[src/rtl/gpio_irq_pkg.sv]
`timescale 1ns/1ps
package gpio_irq_pkg;
    // byte offsets seen by software; the decode depends on these values
    localparam int OFS_DIN      = 'h000;
    localparam int OFS_DOUT     = 'h004;
    localparam int OFS_OE       = 'h008;
    localparam int OFS_LVL_POL  = 'h010;
    localparam int OFS_LVL_MSK  = 'h014;
    localparam int OFS_EVT      = 'h018;
    localparam int OFS_EVT_MSK  = 'h01C;
    localparam int OFS_EDGE_POL = 'h024;
    // top-level region
    localparam int OFS_TOP_STAT = 'h120;
    localparam int OFS_TOP_MSK  = 'h124;

    // edge polarity encoding
    typedef enum logic {EDGE_RISE = 1'b0, EDGE_FALL = 1'b1} edge_sel_e;
endpackage

[src/rtl/gpio_pin_sync.sv]
`timescale 1ns/1ps
module gpio_pin_sync #(
    parameter int N      = 32,
    parameter int STAGES = 2
) (
    input  logic         clk,
    input  logic         rst_n,
    input  logic [N-1:0] raw_i,
    output logic [N-1:0] sync_o
);
    typedef struct packed {
        logic [STAGES-1:0][N-1:0] stage;
    } sync_t;

    sync_t st_d, st_q;

    always_comb begin
        st_d = st_q;
        st_d.stage[0] = raw_i;
        for (int k = 1; k < STAGES; k++) begin
            st_d.stage[k] = st_q.stage[k-1];
        end
    end

    always_ff @(posedge clk or negedge rst_n) begin
        if (!rst_n) st_q <= '0;
        else        st_q <= st_d;
    end

    assign sync_o = st_q.stage[STAGES-1];
endmodule

[src/rtl/gpio_edge_latch.sv]
`timescale 1ns/1ps
module gpio_edge_latch #(
    parameter int N = 32
) (
    input  logic         clk,
    input  logic         rst_n,
    input  logic [N-1:0] sync_i,
    input  logic [N-1:0] edge_pol_i,
    input  logic         clr_en_i,
    input  logic [N-1:0] clr_bits_i,
    output logic [N-1:0] hit_o,
    output logic [N-1:0] evt_o
);
    import gpio_irq_pkg::*;

    typedef struct packed {
        logic [N-1:0] prev;
        logic [N-1:0] evt;
    } edge_t;

    edge_t st_d, st_q;
    logic [N-1:0] hit_w;
    logic [N-1:0] clr_w;

    for (genvar g = 0; g < N; g++) begin : g_pin
        always_comb begin
            if (edge_sel_e'(edge_pol_i[g]) == EDGE_FALL)
                hit_w[g] = st_q.prev[g] & ~sync_i[g];
            else
                hit_w[g] = ~st_q.prev[g] & sync_i[g];
        end
    end

    always_comb begin
        clr_w     = clr_en_i ? clr_bits_i : '0;
        st_d      = st_q;
        st_d.prev = sync_i;
        // a fresh edge wins over a clear of the same bit
        st_d.evt  = (st_q.evt & ~clr_w) | hit_w;
    end

    always_ff @(posedge clk or negedge rst_n) begin
        if (!rst_n) st_q <= '0;
        else        st_q <= st_d;
    end

    assign hit_o = hit_w;
    assign evt_o = st_q.evt;
endmodule

[src/rtl/gpio_reg_bank.sv]
`timescale 1ns/1ps
module gpio_reg_bank #(
    parameter int N      = 32,
    parameter int ADDR_W = 9,
    parameter int DATA_W = 32
) (
    input  logic              clk,
    input  logic              rst_n,
    input  logic [ADDR_W-1:0] bus_addr,
    input  logic              bus_we,
    input  logic [DATA_W-1:0] bus_wdata,
    output logic [DATA_W-1:0] bus_rdata,
    input  logic [N-1:0]      din_i,
    input  logic [N-1:0]      evt_i,
    input  logic              top_stat_i,
    output logic [N-1:0]      dout_o,
    output logic [N-1:0]      oe_o,
    output logic [N-1:0]      lvl_pol_o,
    output logic [N-1:0]      lvl_msk_o,
    output logic [N-1:0]      evt_msk_o,
    output logic [N-1:0]      edge_pol_o,
    output logic              top_msk_o,
    output logic              evt_clr_o
);
    import gpio_irq_pkg::*;

    typedef struct packed {
        logic [N-1:0] dout;
        logic [N-1:0] oe;
        logic [N-1:0] lvl_pol;
        logic [N-1:0] lvl_msk;
        logic [N-1:0] evt_msk;
        logic [N-1:0] edge_pol;
        logic         top_msk;
    } ctl_t;

    ctl_t ctl_d, ctl_q;
    logic [N-1:0] wbits;

    assign wbits = bus_wdata[N-1:0];

    always_comb begin
        ctl_d = ctl_q;
        if (bus_we) begin
            case (bus_addr)
                ADDR_W'(OFS_DOUT):     ctl_d.dout     = wbits;
                ADDR_W'(OFS_OE):       ctl_d.oe       = wbits;
                ADDR_W'(OFS_LVL_POL):  ctl_d.lvl_pol  = wbits;
                ADDR_W'(OFS_LVL_MSK):  ctl_d.lvl_msk  = wbits;
                ADDR_W'(OFS_EVT_MSK):  ctl_d.evt_msk  = wbits;
                ADDR_W'(OFS_EDGE_POL): ctl_d.edge_pol = wbits;
                ADDR_W'(OFS_TOP_MSK):  ctl_d.top_msk  = bus_wdata[0];
                default: ;
            endcase
        end
    end

    always_ff @(posedge clk or negedge rst_n) begin
        if (!rst_n) ctl_q <= '0;
        else        ctl_q <= ctl_d;
    end

    always_comb begin
        case (bus_addr)
            ADDR_W'(OFS_DIN):      bus_rdata = DATA_W'(din_i);
            ADDR_W'(OFS_DOUT):     bus_rdata = DATA_W'(ctl_q.dout);
            ADDR_W'(OFS_OE):       bus_rdata = DATA_W'(ctl_q.oe);
            ADDR_W'(OFS_LVL_POL):  bus_rdata = DATA_W'(ctl_q.lvl_pol);
            ADDR_W'(OFS_LVL_MSK):  bus_rdata = DATA_W'(ctl_q.lvl_msk);
            ADDR_W'(OFS_EVT):      bus_rdata = DATA_W'(evt_i);
            ADDR_W'(OFS_EVT_MSK):  bus_rdata = DATA_W'(ctl_q.evt_msk);
            ADDR_W'(OFS_EDGE_POL): bus_rdata = DATA_W'(ctl_q.edge_pol);
            ADDR_W'(OFS_TOP_STAT): bus_rdata = DATA_W'(top_stat_i);
            ADDR_W'(OFS_TOP_MSK):  bus_rdata = DATA_W'(ctl_q.top_msk);
            default:               bus_rdata = '0;
        endcase
    end

    assign dout_o     = ctl_q.dout;
    assign oe_o       = ctl_q.oe;
    assign lvl_pol_o  = ctl_q.lvl_pol;
    assign lvl_msk_o  = ctl_q.lvl_msk;
    assign evt_msk_o  = ctl_q.evt_msk;
    assign edge_pol_o = ctl_q.edge_pol;
    assign top_msk_o  = ctl_q.top_msk;
    assign evt_clr_o  = bus_we && (bus_addr == ADDR_W'(OFS_EVT));
endmodule

[src/rtl/gpio_irq_ctrl.sv]
`timescale 1ns/1ps
module gpio_irq_ctrl #(
    parameter int N      = 32,
    parameter int ADDR_W = 9,
    parameter int DATA_W = 32
) (
    input  logic              clk,
    input  logic              rst_n,
    input  logic [ADDR_W-1:0] bus_addr,
    input  logic              bus_we,
    input  logic [DATA_W-1:0] bus_wdata,
    output logic [DATA_W-1:0] bus_rdata,
    input  logic [N-1:0]      pin_i,
    output logic [N-1:0]      pin_o,
    output logic [N-1:0]      pin_oe,
    output logic              irq_o
);
    localparam int SYNC_STAGES = 2;

    typedef struct packed {
        logic irq;
    } out_t;

    out_t out_d, out_q;

    logic [N-1:0] din_w, hit_w, evt_q;
    logic [N-1:0] lvl_pol, lvl_msk, evt_msk, edge_pol;
    logic [N-1:0] lvl_req, pend_w;
    logic         top_msk, evt_clr, any_pend;

    gpio_pin_sync #(.N(N), .STAGES(SYNC_STAGES)) u_sync (
        .clk    (clk),
        .rst_n  (rst_n),
        .raw_i  (pin_i),
        .sync_o (din_w)
    );

    gpio_edge_latch #(.N(N)) u_edge (
        .clk        (clk),
        .rst_n      (rst_n),
        .sync_i     (din_w),
        .edge_pol_i (edge_pol),
        .clr_en_i   (evt_clr),
        .clr_bits_i (bus_wdata[N-1:0]),
        .hit_o      (hit_w),
        .evt_o      (evt_q)
    );

    gpio_reg_bank #(.N(N), .ADDR_W(ADDR_W), .DATA_W(DATA_W)) u_regs (
        .clk        (clk),
        .rst_n      (rst_n),
        .bus_addr   (bus_addr),
        .bus_we     (bus_we),
        .bus_wdata  (bus_wdata),
        .bus_rdata  (bus_rdata),
        .din_i      (din_w),
        .evt_i      (evt_q),
        .top_stat_i (any_pend),
        .dout_o     (pin_o),
        .oe_o       (pin_oe),
        .lvl_pol_o  (lvl_pol),
        .lvl_msk_o  (lvl_msk),
        .evt_msk_o  (evt_msk),
        .edge_pol_o (edge_pol),
        .top_msk_o  (top_msk),
        .evt_clr_o  (evt_clr)
    );

    always_comb begin
        lvl_req   = (din_w ^ lvl_pol) & lvl_msk;
        pend_w    = lvl_req | (evt_q & evt_msk);
        any_pend  = |pend_w;
        out_d     = out_q;
        out_d.irq = any_pend & top_msk;
    end

    always_ff @(posedge clk or negedge rst_n) begin
        if (!rst_n) out_q <= '0;
        else        out_q <= out_d;
    end

    assign irq_o = out_q.irq;
endmodule

[config.mk]
export PLATFORM = sky130hd
export DESIGN_NAME = gpio_irq_ctrl
export DESIGN_NICKNAME = d
export VERILOG_FILES = /design/src/rtl/gpio_irq_pkg.sv /design/src/rtl/gpio_pin_sync.sv /design/src/rtl/gpio_edge_latch.sv /design/src/rtl/gpio_reg_bank.sv /design/src/rtl/gpio_irq_ctrl.sv
export SDC_FILE = /design/constraint.sdc
export NUM_CORES = 1
export LEC_CHECK = 0
export ABC_AREA = 1
export BUFFER_PORTS_ARGS = -buffer_cell sky130_fd_sc_hd__buf_2
export CORE_MARGIN = 2
export CORE_UTILIZATION = 45
export CTS_BUF_LIST = sky130_fd_sc_hd__clkbuf_16
export DETAILED_ROUTE_END_ITERATION = 6
export PLACE_DENSITY = 0.71
export RECOVER_POWER = 25
export SYNTH_ARGS = -nofsm -noshare
export SYNTH_HDL_FRONTEND = slang
export SYNTH_SLANG_ARGS = --single-unit
[constraint.sdc]
create_clock -name clk -period 2.7 [get_ports clk]
set_input_delay 0 -clock clk [delete_from_list [all_inputs] [get_ports clk]]
set_output_delay 0 -clock clk [all_outputs]
set_load 0.02 [all_outputs]
==> summary.txt, run 1 <==
Die
  • Die Ht: 179 µm
  • Starting density of the core: 0.455
  • Die area: roughly 32000 µm²
  • Die width: between 150 and 200 µm
  • # rows: 64
  • I/O Pins: 173
  • Core Region: approximately 30000 µm²

Cells and area
  • P&R area growth vs syn: 21.2%
  • Nets: between 1500 and 2000
  • Share of post-route cells with drive strength above 1: 0.155
  • Fin cells: ~2300

Route
  • DR vias/cell: around 5.2
  • Drt drc: 0
  • Routed WL: 38.8 mm
  • DR WL met3: 2.72 mm
  • DRT Pass-1 Iters: 5
  • Post-route ant nets: 0
  • WL met1: 16.7 mm
  • DR iter-0 viols: around 850
  • Top Layer Used: met4
  • Vias post-DR: between 10000 and 15000
  • Post-DR wirelength/cell: 17.1 µm
  • Routed met2 length: between 15 and 20 mm

Clocking
  • CTS buffer count: 35
  • H-Tree Depth: 2
  • # Post-CTS Setup Buffers: 0
  • Clk_lat worst skew: between 0.5 and 0.6 ns
  • CTS tree: built
  • Root Driver: clkbuf_16
  • CTS resizes: 0
  • CTS sink cnt: approximately 320
  • Hold buffers post-CTS: 66
  • Clock Pin Slew Worst Setup and Hold Paths: around 0.060 ns
  • Clock buffer depth: 3

Timing
  • Final Skew: about 0.0063 ns
  • Max-slew violations: 88
  • Measured slew at the worst slew-check pin: around 2.2 ns
  • RSZ-0062 raised after global routing: no
  • Final Hold Viols: 0
  • Final setup fails: 0
  • Relative slew margins: -0.446
  • Total negative slack: 0 ns
  • Period minus WS final: approximately 2.2 ns
  • Period utilization: 0.831
  • Fmax: 445 MHz

Yosys
  • Syn_nets: 1680
  • Post-synth top cells: nand2_1 (525), dfrtp_1 (322), o21ai_1 (145), nand3_1 (127), inv_1 (119)
  • Sequential share of the synthesized area: 0.582
  • Ys Warns: 0
  • Synth area leaders: dfrtp_1 (58%), nand2_1 (14%), o21ai_1 (5.2%)
  • Mapped Avg Cell Area: roughly 8.6 µm²
  • Area leader, netlist: dfrtp_1
  • Post-synth top area share: 0.582
  • Synth Cell Area: around 14000 µm²
  • Post-Syn Instances: 1604
  • Number of synthesized register bits: ~320
  • Share of synthesized flip-flops with an asynchronous set or reset: 1.00
  • Number of synthesized flops with an enable pin: 0
  • Post-synth top flop: dfrtp_1
  • Most frequent cell after synthesis: nand2_1
  • Post-synthesis cell type count: 28

Pwr
  • Pwr dens: around 600 nW/µm²
  • Leak: about 8.4 nW
  • VDD IR max: around 0.43 mV

Critical path
  • Critical Path AT: 2.24 ns
  • Worst Path Max Fanout: 4
  • Critical-path cell list: inv_1 -> nand2_1 -> nand3_1 -> nand2_1 -> nor2_1 -> nand2_1 -> nor2_1 -> nand3_1 -> nand2_1 -> nand2_1 -> buf_2
  • CP Data Required Time: 2.70 ns
  • WP buf/inv: 2
  • Top cell by count, worst path: nand2_1
  • Critical path's slowest cell: dfrtp_1
  • CP Class: flip-flop to output port
  • CP endpoint kind: output port
  • Worst path max stage delay: roughly 0.4 ns
  • CP startpoint kind: flip-flop
  • R2R Setup Slk: about 1.1 ns
  • Cell family with most CP delay: simple AND/OR/NAND/NOR gates

Place
  • GPL Wtd Cong: 0.848
  • HPWL Detailed: 24.7 mm
  • DP Cell Count: approximately 2100
  • Port bufs: between 150 and 200

GRT
  • Pin count of the biggest net entering global routing: 90
  • Initial antenna violation count: 2
  • Vias in the first global route: around 12000
  • First-pass GRT wire length: roughly 62 mm
  • Grt ovf: 0
  • Total GRT Usage: 0.241

Job
  • # Max-Cap Violations: 1

Min path
  • Min-Delay Path Class: primary input to flip-flop

Run status
  • Failing checks: capacitance limit, slew limit
  • Outcome: finished with violations
cells in the final DEF (no fill, tap or decap), types with 3 or more instances in the layout:
cell / count
o21ai_2: 20
nor2_1: 81
o21ai_1: 143
inv_6: 3
nor2_4: 7
buf_2: 171
a22oi_1: 15
o21ai_0: 93
nand3_1: 127
inv_2: 4
nand4_1: 5
nand2_1: 526
nand2_4: 4
inv_1: 126
clkbuf_16: 35
clkinv_2: 6
or3_1: 30
dfrtp_1: 322
dlygate4sd3_1: 66
a21oi_1: 32
buf_4: 28
nand2_2: 4
clkinv_1: 9
power by group:
group / total, mW / internal [mW] / switching [mW] / leakage, nW
sequential: 5.10 / 4.98 / 0.116 / 4.09
combinational: 0.593 / 0.224 / 0.369 / 3.82
clock: 4.24 / 2.35 / 1.89 / 0.516
total: 9.93 / 7.56 / 2.37 / 8.43
per-layer routing:
metal,global-route usage,vias up
met5,0,-
met4,0.0732,0
met3,0.0482,67
met2,0.398,416
met1,0.325,5596
li1,-,5686
final timing paths:
kind,cells after the start,to,startpoint
max,11,bus_rdata[0],u_sync.sync_o[17]
min,5,u_regs.top_msk_o,bus_addr[5]
max reg2reg,10,irq_o,u_sync.sync_o[17]
min reg2reg,0,u_sync.sync_o[1],u_sync.st_d[33]
max in group asynchronous,3,u_sync.st_d[46],rst_n
min in group asynchronous,2,u_sync.st_d[54],rst_n
cells by family (layout without fill, tap and decap cells):
family | count (synthesis) | count (layout) | share of synthesized area
AND/OR/NAND/NOR | 791 | 791 | 0.242
flip-flops | 322 | 322 | 0.582
AO/OA/AOI/OAI | 305 | 305 | 0.119
buffers and inverters | 186 | 452 | 0.0571
other | 0 | 2 | 0
layout make-up:
| class | instances | area, µm² |
|---|---|---|
| antenna | 2 | 5.00 |
| clock buffer | 35 | 876 |
| clock inverter | 25 | 119 |
| fill | 2734 | 13600 |
| inverter | 124 | 467 |
| multi-input combinational | 1096 | 5000 |
| sequential | 322 | 8060 |
| tap | 396 | 495 |
| timing repair buffer | 268 | 1770 |
worst register-to-register path: stages (launching register included):
cell	delay, ns
dfrtp_1	0.40
inv_1	0.11
nand2_1	0.06
nand3_1	0.10
nand2_1	0.10
nor2_1	0.22
nand2_1	0.08
nor2_1	0.16
nand3_1	0.12
nand2_1	0.09
inv_1	0.04
per-stage QoR:
step	hold slack [ns]	setup slack, ns	area, µm²	total power [mW]	util
floorplan	-0.296	1.46	13800	5.40	-
global placement	0.0753	0.894	15100	5.69	0.498
detailed placement	0.0716	0.778	15100	5.70	0.498
CTS	0.0125	0.431	16800	10.0	0.552
global route	0.0799	0.295	16800	10.3	0.552
finish	0.0383	0.455	16800	9.93	0.552
Note: power is estimated with default switching activity, not from simulation.
==> inputs of run 2 (changes only) <==
==> constraint.sdc (replaced) <==
create_clock -name clk -period 2.2 [get_ports clk]
set_input_delay 0 -clock clk [delete_from_list [all_inputs] [get_ports clk]]
set_output_delay 0 -clock clk [all_outputs]
set_load 0.02 [all_outputs]
==> run 2 against run 1 <==
The run still ends with capacitance limit, slew limit left. Sequential share of layout area is 1.1 points lower. Combinational power up 28%. Global-route usage decreased by 0.063 points. Via count up 1.1%. Clock power up 38%. Die area did not move. Count of clock-buffer cells in the layout increased by 2. Non-clock buffer count is 19 higher. Sequential power up 23%. Flip-flop and latch count stayed put.
==> summary.txt, run 2 (synthesis results as in run 1) <==
Run status
  • Outcome: finished with violations
  • Failing checks: capacitance limit, slew limit

Route
  • Vias post-DR: 11900 (+1.1%)
  • Post-DR wirelength/cell: 17.1 µm (about the same)
  • DR iter-0 viols: 1024 (+20%)
  • Post-route ant nets: 0 (unchanged)
  • Routed WL: 39.0 mm (+0.52%)
  • DRT Pass-1 Iters: 5 (unchanged)
  • Drt drc: 0 (unchanged)
  • DR vias/cell: 5.21 (+0.43%)

Die
  • Die width: 179 µm (unchanged)
  • Core Region: 30400 µm² (unchanged)
  • Die Ht: 179 µm (unchanged)
  • # rows: 64 (unchanged)
  • Die area: 32200 µm² (unchanged)
  • Starting density of the core: 0.455 (unchanged)
  • I/O Pins: 173 (unchanged)

GRT
  • Initial antenna violation count: 2 (unchanged)
  • First-pass GRT wire length: 62.2 mm (-0.24%)
  • Total GRT Usage: 0.241 (-0.000631)
  • Vias in the first global route: 11500 (-1.3%)
  • Pin count of the biggest net entering global routing: 65 (-28%)
  • Grt ovf: 0 (unchanged)

Place
  • Pre-CTS setup slack: 0.470 ns (-0.308 ns)
  • HPWL Detailed: 26.1 mm (+5.9%)
  • Port bufs: 172 (unchanged)
  • GPL Wtd Cong: 0.868 (+2.3%)
  • Post-place instance area: 15400 µm² (+1.4%)

Min path
  • Worst Hold Path EP: u_regs.top_msk_o
  • Min-Delay Path Class: primary input to flip-flop
  • Cell depth of the worst hold path: 5 (unchanged)
  • Hold Path Origin: bus_addr[8]

Critical path
  • CP startpoint kind: flip-flop
  • Worst Reg2Reg Path Length in Cells: 10 (unchanged)
  • Critical-path cell list: inv_1 -> nand2_1 -> nand3_1 -> o21ai_0 -> nor2_1 -> nand2_1 -> nor2_2 -> nand3_2 -> nand2_2 -> nand2_1 -> buf_2
  • CP Data Required Time: 2.20 ns (-0.50 ns)
  • Top cell by count, worst path: nand2_1
  • Critical Path AT: 2.13 ns (-0.11 ns)
  • Worst path max stage delay: 0.42 ns (+0.02 ns)
  • R2R Setup Slk: 0.68 ns (-0.43 ns)
  • CP endpoint kind: output port
  • Cell family with most CP delay: simple AND/OR/NAND/NOR gates
  • WP buf/inv: 2 (unchanged)
  • Worst Path Max Fanout: 5 (+1)
  • Critical path's slowest cell: dfrtp_1
  • Reg2reg start: u_sync.sync_o[0]
  • RR Endpoint: irq_o
  • CP Class: flip-flop to output port

Cells and area
  • Multi-input gate area: 5020 µm² (+0.45%)
  • Most used cells in the layout excluding fill and tap cells: nand2_1 (524), dfrtp_1 (322), buf_2 (170)
  • P&R area growth vs syn: 24.0%
  • Utilization after layout: 0.564 (+0.0127)
  • Seq. cell area: 8060 µm² (unchanged)
  • # diodes: 0 (-2)
  • Share of post-route cells with drive strength above 1: 0.172 (+0.0167)
  • Nets: 1943 (+1.0%)
  • Fillcell total: 2691 (-1.6%)
  • Commonest non-fill, non-tap cell in the layout: nand2_1
  • Post-route cell area: 17200 µm² (+2.3%)

Timing
  • Final Skew: 0.00963 ns (+0.00337 ns)
  • Final setup fails: 0 (unchanged)
  • Final Hold Viols: 0 (unchanged)
  • Max-slew violations: 58 (-34%)
  • Fmax: about 470 MHz
  • Final WS setup: 0.0655 ns (-0.390 ns)
  • Hold Slack: 0.0439 ns (+0.00552 ns)
  • Period utilization: 0.970
  • Period minus WS final: about 2.1 ns
  • Relative slew margins: -0.177 (+0.269)
  • Measured slew at the worst slew-check pin: 1.77 ns (-0.404 ns)

Pwr
  • Leak: 8.60 nW (+2.0%)
  • VDD IR max: 0.559 mV (+30%)
  • Pwr dens: 748 nW/µm² (+26%)

Clocking
  • CTS sink cnt: 322 (unchanged)
  • CTS buffer count: 36 (+2.9%)
  • H-Tree Depth: 2 (unchanged)
  • Clock Pin Slew Worst Setup and Hold Paths: 0.06 ns (about the same)
  • Clk_lat worst skew: 0.51 ns (about the same)
  • Clock buffer depth: 3 (unchanged)
  • CTS tree: built
  • Root Driver: clkbuf_16

Job
  • # Max-Cap Violations: 1 (unchanged)
[run 2: cell type report]
class,instances,share of cell area
clock inverter,20,0.0120
tap,396,0.0288
sequential,322,0.469
inverter,124,0.0272
clock buffer,37,0.0539
timing repair buffer,287,0.117
multi-input combinational,1096,0.292
[run 2: how the worst max path moves through the flow]
stage / slack, ns / cells after the start / to / start
global route: -0.02 / 11 / bus_rdata[0] / u_sync.sync_o[1]
CTS: 0.02 / 11 / bus_rdata[0] / u_sync.sync_o[31]
detailed placement: 0.47 / 10 / u_regs.edge_pol_o[17] / bus_addr[7]
floorplan: 0.96 / 9 / irq_o / u_regs.lvl_pol_o[21]
global placement: 0.51 / 10 / bus_rdata[24] / bus_addr[7]
finish: 0.07 / 11 / bus_rdata[0] / u_sync.sync_o[0]
[run 2: what timing repair did]
action	4_1_cts	5_1_grt
hold buffers	67	0
pin swaps	0	3
setup endpoints to repair	1	1
buffers inserted	0	1
endpoints found under the hold margin	558	0
cloned	0	0
gates resized for setup	2	7
[run 2: stage by stage]
step                cells  power [mW]  setup TNS, ns
floorplan            1604        6.63              0
global placement     2157        7.00              0
detailed placement   2157        7.02              0
CTS                  2281        12.9              0
global route         2282        13.3        -0.0217
finish               2282        12.8              0
[run 2: power by group]
| part | internal, mW | switching, mW | leakage [nW] |
|---|---|---|---|
| clock network | 3.50 | 2.33 | 0.569 |
| registers | 6.11 | 0.145 | 4.09 |
| logic | 0.295 | 0.463 | 3.94 |
| total | 9.91 | 2.94 | 8.60 |
[run 2: worst register-to-register path, cell delays in order (launching register included)]
cell,delay (ns)
dfrtp_1,0.42
inv_1,0.09
nand2_1,0.05
nand3_1,0.10
o21ai_0,0.10
nor2_1,0.23
nand2_1,0.10
nor2_2,0.10
nand3_2,0.09
nand2_1,0.07
inv_1,0.04
[run 2: metal layers]
metal | GRT usage | up-vias | part of all wire
met5 | 0 | - | 0.00064
met4 | 0.0751 | 4 | 0.027
met3 | 0.0432 | 81 | 0.072
met2 | 0.385 | 461 | 0.47
met1 | 0.337 | 5616 | 0.43
li1 | - | 5727 | -
